--- config.mk ---
export PLATFORM = sky130hd
export DESIGN_NAME = wdog_win
export DESIGN_NICKNAME = d
export VERILOG_FILES = /design/src/rtl/wdog_pkg.sv /design/src/rtl/wdog_feed_seq.sv /design/src/rtl/wdog_count.sv /design/src/rtl/wdog_win.sv
export SDC_FILE = /design/constraint.sdc
export NUM_CORES = 1
export LEC_CHECK = 0
export BUFFER_PORTS_ARGS = -buffer_cell sky130_fd_sc_hd__clkbuf_2
export CAP_MARGIN = 10
export CELL_PAD_IN_SITES_DETAIL_PLACEMENT = 1
export CELL_PAD_IN_SITES_GLOBAL_PLACEMENT = 1
export CORE_MARGIN = 5
export CORE_UTILIZATION = 41
export DETAILED_ROUTE_END_ITERATION = 10
export PLACE_DENSITY_LB_ADDON = 0.08
export SYNTH_ARGS = -nofsm -noshare
export SYNTH_HDL_FRONTEND = slang
export SYNTH_SLANG_ARGS = --single-unit
--- constraint.sdc ---
create_clock -name clk -period 2.8 [get_ports clk]
set_input_delay 0.42 -clock clk [delete_from_list [all_inputs] [get_ports clk]]
set_output_delay 0.42 -clock clk [all_outputs]
set_load 0.03 [all_outputs]
--- src/rtl/wdog_pkg.sv ---
`timescale 1ns/1ps
package wdog_pkg;
  localparam int ADDR_W = 5;
  localparam logic [ADDR_W-1:0] OFS_MODE = 5'h00;
  localparam logic [ADDR_W-1:0] OFS_TC   = 5'h04;
  localparam logic [ADDR_W-1:0] OFS_FEED = 5'h08;
  localparam logic [ADDR_W-1:0] OFS_VAL  = 5'h0C;
  localparam logic [ADDR_W-1:0] OFS_WARN = 5'h14;
  localparam logic [ADDR_W-1:0] OFS_WIN  = 5'h18;
  localparam logic [7:0] FEED_ARM  = 8'hAA;
  localparam logic [7:0] FEED_FIRE = 8'h55;
  localparam int MODE_W = 6;

  // packed so that run lands on bit 0 and lock on bit 5
  typedef struct packed {
    logic lock;
    logic prot;
    logic warn;
    logic tof;
    logic rst_en;
    logic run;
  } mode_t;
endpackage

--- src/rtl/wdog_feed_seq.sv ---
`timescale 1ns/1ps
module wdog_feed_seq
  import wdog_pkg::*;
(
  input  logic       clk,
  input  logic       rst_n,
  input  logic       wr_feed,
  input  logic [7:0] fbyte,
  input  logic       started,
  input  logic       above_win,
  output logic       feed_ok,
  output logic       feed_err
);
  logic armed_q, armed_d;
  logic is_arm, is_fire, win_bad;

  always_comb begin
    is_arm   = (fbyte == FEED_ARM);
    is_fire  = (fbyte == FEED_FIRE) && armed_q;
    win_bad  = started && above_win;
    feed_ok  = wr_feed && is_fire && !win_bad;
    feed_err = wr_feed && started && (is_fire ? win_bad : !is_arm);
    armed_d  = armed_q;
    if (wr_feed) armed_d = is_arm;
  end

  always_ff @(posedge clk or negedge rst_n) begin
    if (!rst_n) armed_q <= 1'b0;
    else        armed_q <= armed_d;
  end

  // a completed feed consumes the arming byte
  a_r4_feed_disarms: assert property (@(posedge clk) disable iff (!rst_n)
    feed_ok |=> !armed_q);
  // a non-arming write leaves the sequence disarmed
  a_r7_bad_disarms: assert property (@(posedge clk) disable iff (!rst_n)
    (wr_feed && !is_arm) |=> !armed_q);
endmodule

--- src/rtl/wdog_count.sv ---
`timescale 1ns/1ps
module wdog_count #(
  parameter int CNT_W  = 24,
  parameter int WARN_W = 10
) (
  input  logic              clk,
  input  logic              rst_n,
  input  logic              tick,
  input  logic              running,
  input  logic              reload,
  input  logic [CNT_W-1:0]  tc,
  input  logic [WARN_W-1:0] warn_cmp,
  output logic [CNT_W-1:0]  cnt,
  output logic              tmo_evt,
  output logic              warn_evt
);
  localparam logic [CNT_W-1:0] ONE = CNT_W'(1);

  logic [CNT_W-1:0] cnt_q, cnt_d, cnt_dec;
  logic             cnt_en, step;

  always_comb begin
    cnt_dec  = cnt_q - ONE;
    step     = running && tick && !reload;
    tmo_evt  = step && (cnt_q == '0);
    warn_evt = step && (cnt_q != '0) && (cnt_dec == CNT_W'(warn_cmp));
    cnt_en   = reload || step;
    if (reload)       cnt_d = tc;
    else if (tmo_evt) cnt_d = tc;
    else              cnt_d = cnt_dec;
  end

  always_ff @(posedge clk or negedge rst_n) begin
    if (!rst_n)      cnt_q <= '0;
    else if (cnt_en) cnt_q <= cnt_d;
  end

  assign cnt = cnt_q;

  // reload takes the time constant
  a_r4_reload: assert property (@(posedge clk) disable iff (!rst_n)
    reload |=> (cnt_q == $past(tc)));
  // an idle counter keeps its value
  a_r3_hold: assert property (@(posedge clk) disable iff (!rst_n)
    (!running && !reload) |=> $stable(cnt_q));
  // one step per tick
  a_r4_step: assert property (@(posedge clk) disable iff (!rst_n)
    (running && tick && !reload && cnt_q != '0) |=> (cnt_q == $past(cnt_q) - ONE));
endmodule

--- src/rtl/wdog_win.sv ---
`timescale 1ns/1ps
module wdog_win
  import wdog_pkg::*;
#(
  parameter int CNT_W  = 24,
  parameter int WARN_W = 10,
  parameter int DATA_W = 32
) (
  input  logic              clk,
  input  logic              rst_n,
  input  logic              tick,
  input  logic              bus_wr,
  input  logic [ADDR_W-1:0] bus_addr,
  input  logic [DATA_W-1:0] bus_wdata,
  output logic [DATA_W-1:0] bus_rdata,
  input  logic              osc_off_req,
  output logic              osc_off_grant,
  output logic              warn_irq,
  output logic              tmo_irq,
  output logic              chip_rst_req
);
  mode_t             mode_q, mode_d;
  logic [CNT_W-1:0]  tc_q, tc_d, win_q, win_d, cnt;
  logic [WARN_W-1:0] warn_q, warn_d;
  logic              started_q, started_d, lockarm_q, lockarm_d;
  logic              wr_mode, wr_tc, wr_feed, wr_warn, wr_win;
  logic              feed_ok, feed_err, tmo_evt, warn_evt;
  logic              cnt_low, tc_ok, prot_viol, above_win;
  logic [DATA_W-CNT_W-1:0] unused_wdata_hi;

  assign unused_wdata_hi = bus_wdata[DATA_W-1:CNT_W];

  always_comb begin
    wr_mode   = bus_wr && (bus_addr == OFS_MODE);
    wr_tc     = bus_wr && (bus_addr == OFS_TC);
    wr_feed   = bus_wr && (bus_addr == OFS_FEED);
    wr_warn   = bus_wr && (bus_addr == OFS_WARN);
    wr_win    = bus_wr && (bus_addr == OFS_WIN);
    above_win = cnt > win_q;
    cnt_low   = (cnt < CNT_W'(warn_q)) && (cnt < win_q);
    tc_ok     = !mode_q.prot || cnt_low;
    prot_viol = wr_tc && !tc_ok;
  end

  wdog_feed_seq u_feed (
    .clk(clk), .rst_n(rst_n), .wr_feed(wr_feed), .fbyte(bus_wdata[7:0]),
    .started(started_q), .above_win(above_win),
    .feed_ok(feed_ok), .feed_err(feed_err)
  );

  wdog_count #(.CNT_W(CNT_W), .WARN_W(WARN_W)) u_count (
    .clk(clk), .rst_n(rst_n), .tick(tick), .running(started_q),
    .reload(feed_ok), .tc(tc_q), .warn_cmp(warn_q),
    .cnt(cnt), .tmo_evt(tmo_evt), .warn_evt(warn_evt)
  );

  // next state
  always_comb begin
    mode_d = mode_q;
    if (wr_mode) begin
      mode_d.run    = mode_q.run    | bus_wdata[0];
      mode_d.rst_en = mode_q.rst_en | bus_wdata[1];
      mode_d.prot   = mode_q.prot   | bus_wdata[4];
      mode_d.lock   = mode_q.lock   | bus_wdata[5];
      if (!bus_wdata[2]) mode_d.tof  = 1'b0;
      if (!bus_wdata[3]) mode_d.warn = 1'b0;
    end
    if (tmo_evt || feed_err || prot_viol) mode_d.tof = 1'b1;
    if (warn_evt) mode_d.warn = 1'b1;
    tc_d      = (wr_tc && tc_ok) ? bus_wdata[CNT_W-1:0] : tc_q;
    warn_d    = wr_warn ? bus_wdata[WARN_W-1:0] : warn_q;
    win_d     = wr_win ? bus_wdata[CNT_W-1:0] : win_q;
    started_d = started_q | (feed_ok & mode_q.run);
    lockarm_d = lockarm_q | (feed_ok & mode_q.lock);
  end

  // registers
  always_ff @(posedge clk or negedge rst_n) begin
    if (!rst_n) begin
      mode_q    <= '0;
      tc_q      <= '0;
      warn_q    <= '0;
      win_q     <= '1;
      started_q <= 1'b0;
      lockarm_q <= 1'b0;
    end else begin
      mode_q    <= mode_d;
      tc_q      <= tc_d;
      warn_q    <= warn_d;
      win_q     <= win_d;
      started_q <= started_d;
      lockarm_q <= lockarm_d;
    end
  end

  always_comb begin
    case (bus_addr)
      OFS_MODE: bus_rdata = DATA_W'(mode_q);
      OFS_TC:   bus_rdata = DATA_W'(tc_q);
      OFS_VAL:  bus_rdata = DATA_W'(cnt);
      OFS_WARN: bus_rdata = DATA_W'(warn_q);
      OFS_WIN:  bus_rdata = DATA_W'(win_q);
      default:  bus_rdata = '0;
    endcase
  end

  assign warn_irq      = mode_q.warn;
  assign tmo_irq       = mode_q.tof & ~mode_q.rst_en;
  assign chip_rst_req  = mode_q.tof & mode_q.rst_en;
  assign osc_off_grant = osc_off_req & ~lockarm_q;

  // one-way mode bits
  a_r11_run_sticky: assert property (@(posedge clk) disable iff (!rst_n) !$fell(mode_q.run));
  a_r11_rst_sticky: assert property (@(posedge clk) disable iff (!rst_n) !$fell(mode_q.rst_en));
  a_r11_prot_sticky: assert property (@(posedge clk) disable iff (!rst_n) !$fell(mode_q.prot));
  a_r12_lock_hold: assert property (@(posedge clk) disable iff (!rst_n) !$fell(lockarm_q));
  // a time-out leaves the flag set whatever software wrote
  a_r5_tmo_flag: assert property (@(posedge clk) disable iff (!rst_n) tmo_evt |=> mode_q.tof);
  // warning event lands in the flag
  a_r9_warn_flag: assert property (@(posedge clk) disable iff (!rst_n) warn_evt |=> mode_q.warn);
  // feed errors land in the flag
  a_r7_err_flag: assert property (@(posedge clk) disable iff (!rst_n) feed_err |=> mode_q.tof);
  // a blocked write leaves the time constant untouched
  a_r10_prot_block: assert property (@(posedge clk) disable iff (!rst_n)
    (mode_q.prot && wr_tc && !cnt_low) |=> ($stable(tc_q) && mode_q.tof));
  // the counter only starts with run set
  a_r3_start_needs_run: assert property (@(posedge clk) disable iff (!rst_n)
    $rose(started_q) |-> $past(mode_q.run));
endmodule

==> results of run 1 <==
-- power breakdown --
part | total (W) | leakage [nW] | switching (W) | internal (W)
clock network | 0.00128 | 0.148 | 0.000580 | 0.000704
registers | 0.00172 | 1.07 | 0.000177 | 0.00155
logic | 0.000781 | 2.50 | 0.000418 | 0.000364
total | 0.00379 | 3.72 | 0.00118 | 0.00261
-- cell families after synthesis --
logic type               Yosys count
buffers and inverters            100
multiplexers                      72
AO/OA/AOI/OAI                    151
adder cells (fa/ha/maj)           36
AND/OR/NAND/NOR                  171
XOR/XNOR                          15
flip-flops                        91
other                              1
-- layout by cell type, fill, tap and decap left out, types with 20 or more instances in the layout --
cell,synthesis,routed
ha_1,36,30
dfstp_2,24,24
o21ai_0,28,20
dfrtp_1,67,67
mux2_2,44,44
nand2_1,48,47
nor2_1,26,24
clkbuf_2,0,60
inv_1,59,55
buf_4,9,78
-- sequential cells by signal (all words and copies together) (netlist names) --
signal and count:
lockarm_q 1, mode_q 5, started_q 1, tc_q 24
u_count.cnt 24, u_feed.armed_q 1, warn_irq 1, warn_q 10
win_q 24
-- area by class of cell --
cell class              count  area share
flip-flops and latches     91       0.289
well taps                 184      0.0288
repair buffers            158       0.147
multi-input cells         453       0.469
clock buffers              10      0.0287
clock inverters             6     0.00924
inverters                  60      0.0288
-- metrics by stage --
stage               hold slack [ns]  power [W]  setup slack (ns)
floorplan                     0.124    0.00214           0.00467
global placement              0.443    0.00241            -0.249
detailed placement            0.455    0.00245            -0.276
CTS                          0.0799    0.00377           -0.0966
global route                 0.0988    0.00398            -0.210
finish                       0.0556    0.00379            -0.111
-- critical path, stage by stage (launching register included) --
cell and delay, ns:
dfrtp_1 0.40, or4_4 0.54, or4_4 0.49, a2111oi_4 0.29
nand4b_1 0.23, a21oi_4 0.20, buf_4 0.14, buf_12 0.14
mux2_2 0.34
-- per-layer routing --
metal,vias to the layer above,share of wire,GRT usage
met2,147,0.48,0.407
li1,2622,-,-
met1,2864,0.45,0.344
met5,-,0,0
met3,36,0.045,0.0363
met4,0,0.024,0.0894
-- repair_timing --
action | CTS | global route
gates resized for setup | 36 | 50
buffers inserted | 11 | 5
endpoints found under the setup margin | 51 | 51
hold buffers | 0 | 0
pin swaps | 14 | 26
gates cloned | 1 | 1
-- path summary, 6_finish.rpt --
check                      slack, ns  cells past startpoint            start        end
max                            -0.11                      8  u_count.cnt[16]   tc_q[15]
min                             0.06                      1            rst_n  mode_q[1]
max reg2reg                    -0.11                      8  u_count.cnt[16]   tc_q[15]
min reg2reg                     0.47                      1        lockarm_q  lockarm_q
max in group asynchronous       1.99                      2            rst_n  win_q[12]
min in group clk                0.29                      2    bus_wdata[21]   tc_q[21]
==> impl_metrics.ini, run 1 <==
[timing]
timing.final.ws_setup_ns = -0.111
max_freq_mhz = 344
setup-tns-final_ns = -2.87
fin_crit_sh = 1.04
clock_skew_ns = 0.00822
hold_viol = 0
period_needed_ns = 2.91
rsz0062_at_grt = true
drv_slew = 0
slew_headroom = 0.594
worst_pin_slew_ns = 0.609
setup_violations = 41

[drt]
wl_um = 22100
wl_per_cell_um = 22.9
drt-initial-drc-count = 434
dr.pass1.iters = 6
vias = 5669
ant_nets = 0
remaining_drc_errors = 0
vias_per_cell = 5.89

[floorplanning]
dieArea_um2 = 17500
io_pins = 78
chipWidth_um = 132
dieHeight_um = 132
initial_utilization = 0.420
rows = 44
core_um2 = 14600

[layout]
final_cell_area_um2 = 7990
nets = 851
layout-drive-gt1-share = 0.389
layoutNonFillerInstCount = 962
diodes = 0
fin_util = 0.548
syn2layout_area_growth_pct = 30.4
nFillCells = 1622
seq_area_um2 = 2310
multiInputGateArea_um2 = 3740

[place]
dp.cells = 928
dp_hpwl_um = 16200
portBuffers = 61
place_congestion = 0.912
dpl_cell_area_um2 = 7130

[outcome]
status = finished with violations
violations = negative setup slack

[global_routing]
grt_pass1_vias = 6024
antenna_found_initial = 0
grt_pass1_wl_um = 34800
overflow = 0
track_usage = 0.251
grt_max_degree = 50

[synthesis]
synth_xor_area_frac = 0.0214
synthAdderAreaFrac = 0.0735
synth-seq-cells = 91
synthFlopType = dfrtp_1
ys_seq_area_frac = 0.376
synth_commonest_cells = dfrtp_1, inv_1, nand2_1, mux2_2, ha_1
yosys_warnings = 0
yosysMostFrequentCell = dfrtp_1
yosysTopAreaCellShare = 0.274
syn_area_per_cell_um2 = 9.62
synth_area_um2 = 6130
synth.area.top_cells = dfrtp_1, dfstp_2, mux2_2, ha_1, inv_1
synth_top_family_by_area = compound AO/OA/AOI/OAI gates
async_flop_share = 1.00
muxShareOfSynthArea = 0.129
synth.distinct_cells = 71
yosysTopAreaCell = dfrtp_1
synth_compound_area_frac = 0.177
synth-simple-area-share = 0.148
synth-edff-count = 0
syn-instance-count = 637

[pwr]
peakVddDrop_mv = 0.303
p_leak_nw = 3.72
power.density_nw_per_um2 = 474

[critical_path]
path_class = flip-flop to flip-flop
cp-start-kind = flip-flop
cp.arrival_ns = 3.16
cp_max_fo = 12
endpoint_kind = flip-flop
required_ns = 3.05

[clocking]
clk_pin_slew_worst_paths_ns = 0.07
htreeDepth = 3
clk_latency_ns = 0.36
cts_root_buffer = clkbuf_16
clkSinkCount = 91
cts_buffers = 9
cts_tree = built
cts_max_path_buffers = 2

[min_path]
worstHoldPathType = primary input to asynchronous set/reset pin

[run]
maxCapViolations = 0
Note: power is estimated with default switching activity, not from simulation.
==> inputs of run 2 (changes only) <==
--- a/config.mk
+++ b/config.mk
@@ -5,13 +5,12 @@
 export SDC_FILE = /design/constraint.sdc
 export NUM_CORES = 1
 export LEC_CHECK = 0
-export BUFFER_PORTS_ARGS = -buffer_cell sky130_fd_sc_hd__clkbuf_2
-export CAP_MARGIN = 10
 export CELL_PAD_IN_SITES_DETAIL_PLACEMENT = 1
 export CELL_PAD_IN_SITES_GLOBAL_PLACEMENT = 1
 export CORE_MARGIN = 5
-export CORE_UTILIZATION = 41
+export CORE_UTILIZATION = 45
 export DETAILED_ROUTE_END_ITERATION = 10
+export DONT_BUFFER_PORTS = 1
 export PLACE_DENSITY_LB_ADDON = 0.08
 export SYNTH_ARGS = -nofsm -noshare
 export SYNTH_HDL_FRONTEND = slang
==> run 2 against run 1 <==
  * The run still ends with negative setup slack left
  * Final cell count fell by 7.9%
  * Sequential cell count did not move
  * Clock power fell by 11%
  * Register-to-register slack improved by 0.03 ns
  * Final area fell by 5.9%
  * Clock skew rose by 0.0028 ns
  * Clock-buffer cell count rose by 1
  * Combinational power fell by 12%
  * Wire length fell by 5.1%
  * Critical endpoint is now tc_q[12]
  * Largest power group unchanged
==> impl_metrics.ini, run 2 (synthesis gave the netlist of run 1 again) <==
[outcome]
status = finished with violations
violations = negative setup slack

[floorplanning]
io_pins = 78
rows = 42
dieArea_um2 = 16100
initial_utilization = 0.461
chipWidth_um = 127
dieHeight_um = 127
core_um2 = 13300

[pwr]
peakVddDrop_mv = 0.454
p_leak_nw = 3.42
power.density_nw_per_um2 = 473

[layout]
nets = 783
diodes = 0
fin_util = 0.566
layout_commonest_cell = buf_4
syn2layout_area_growth_pct = 22.7
mostFrequentLayoutCells = buf_4, dfrtp_1, inv_1, nand2_1, mux2_2
layout-drive-gt1-share = 0.307
layoutNonFillerInstCount = 886

[drt]
drt-initial-drc-count = 384
remaining_drc_errors = 0
ant_nets = 0
vias_per_cell = 6.14
dr_wl_met3_um = 1050
top_layer_used = met4
dr.pass1.iters = 6
wl_um = 20900
wl_met1_um = 9230
wl_met2_um = 10300
vias = 5436
wl_per_cell_um = 23.6

[timing]
drv_slew = 0
max_freq_mhz = 347
slew_headroom = 0.614
clock_skew_ns = 0.0110
hold_viol = 0
rsz0062_at_grt = true
setup_violations = 34
period_needed_ns = 2.88
fin_crit_sh = 1.03
timing.final.ws_setup_ns = -0.0811
worst_pin_slew_ns = 0.578

[clocking]
cts_root_buffer = clkbuf_16
cts_buffers = 9
clkSinkCount = 91
cts_tree = built
clk_pin_slew_worst_paths_ns = 0.07
cts_max_path_buffers = 2
htreeDepth = 3
clk_latency_ns = 0.36

[global_routing]
grt_max_degree = 92
overflow = 0
antenna_found_initial = 0
track_usage = 0.255
grt_pass1_vias = 5770
grt_pass1_wl_um = 32100

[critical_path]
path_cells = inv_1 -> ha_1 -> nand4_1 -> buf_6 -> nor4_4 -> buf_4 -> o21a_4 -> nand4b_1 -> a21oi_4 -> buf_12 -> clkbuf_16 -> mux2_1
ff2ff_path_depth = 12
reg2reg_to = tc_q[12]
path_class = flip-flop to flip-flop
r2r_setup_slack_ns = -0.08
required_ns = 3.04
cp-start-kind = flip-flop
startpoint = win_q[22]
slowest_delay_ns = 0.54
cp.arrival_ns = 3.12
slowest_stage = dfstp_2
cp_max_fo = 6
rr_startpoint = win_q[22]
endpoint_kind = flip-flop

[run]
maxCapViolations = 0

[place]
dp_hpwl_um = 15400
dp.cells = 858
portBuffers = 0
place_congestion = 0.997

[min_path]
worstHoldEndpoint = mode_q[4]
min-delay-start = bus_wdata[4]
worstHoldPathType = primary input to flip-flop
worstHoldPathCells = 1
==> run 2: power by group <==
part           switching [W]  internal (W)
combinational       0.000369      0.000321
sequential          0.000177       0.00155
clock               0.000536      0.000606
total                0.00108       0.00247
==> run 2: worst max path at each step <==
stage / to / slack, ns / cells past startpoint
after floorplan: tc_q[8] / 0.005 / 7
after global placement: u_count.cnt[11] / -0.36 / 11
after detailed placement: mode_q[2] / -0.42 / 11
after CTS: tc_q[2] / -0.02 / 11
after global routing: tc_q[2] / -0.17 / 12
final: tc_q[12] / -0.08 / 12
==> run 2: repair_timing <==
action / 4_1_cts / 5_1_grt
pin swaps: 12 / 20
buffers inserted: 3 / 4
setup endpoints to repair: 51 / 49
gates cloned: 0 / 3
hold buffers: 2 / 0
resized for setup: 31 / 32
hold endpoints to repair: 91 / 0
==> run 2: worst max-delay path, delay by kind of cell, from the launching register on <==
kind	cells	cell delay, ns
muxes	1	0.31
DFF	1	0.54
buffers and inverters	5	0.73
adders and majority gates	1	0.31
AOI/OAI and AO/OA	2	0.23
and+or+nand+nor	3	0.64
==> run 2: per-layer routing <==
metal | track usage | vias to the layer above
met2 | 0.436 | 145
met4 | 0.0606 | 0
li1 | - | 2480
met1 | 0.329 | 2785
met5 | 0 | -
met3 | 0.0580 | 26
==> run 2: per-stage QoR <==
| stage | setup TNS (ns) | cell area (µm²) | setup WS [ns] | hold WS (ns) | total power (W) |
|---|---|---|---|---|---|
| floorplan | 0 | 6160 | 0.00467 | 0.124 | 0.00214 |
| global placement | -11.45 | 6780 | -0.360 | 0.128 | 0.00230 |
| detailed placement | -14.62 | 6780 | -0.424 | 0.128 | 0.00235 |
| CTS | -0.127 | 7260 | -0.0167 | 0.171 | 0.00355 |
| global route | -5.03 | 7520 | -0.172 | 0.176 | 0.00375 |
| finish | -1.68 | 7520 | -0.0811 | 0.184 | 0.00356 |
==> run 2: cell type report <==
cell class / instances / area, µm²
Clock buffer: 11 / 233
Clock inverter: 5 / 37.5
Fill cell: 1476 / 5780
Inverter: 60 / 226
Multi-Input combinational cell: 453 / 3680
Sequential cell: 91 / 2310
Tap cell: 176 / 220
Timing Repair Buffer: 90 / 816
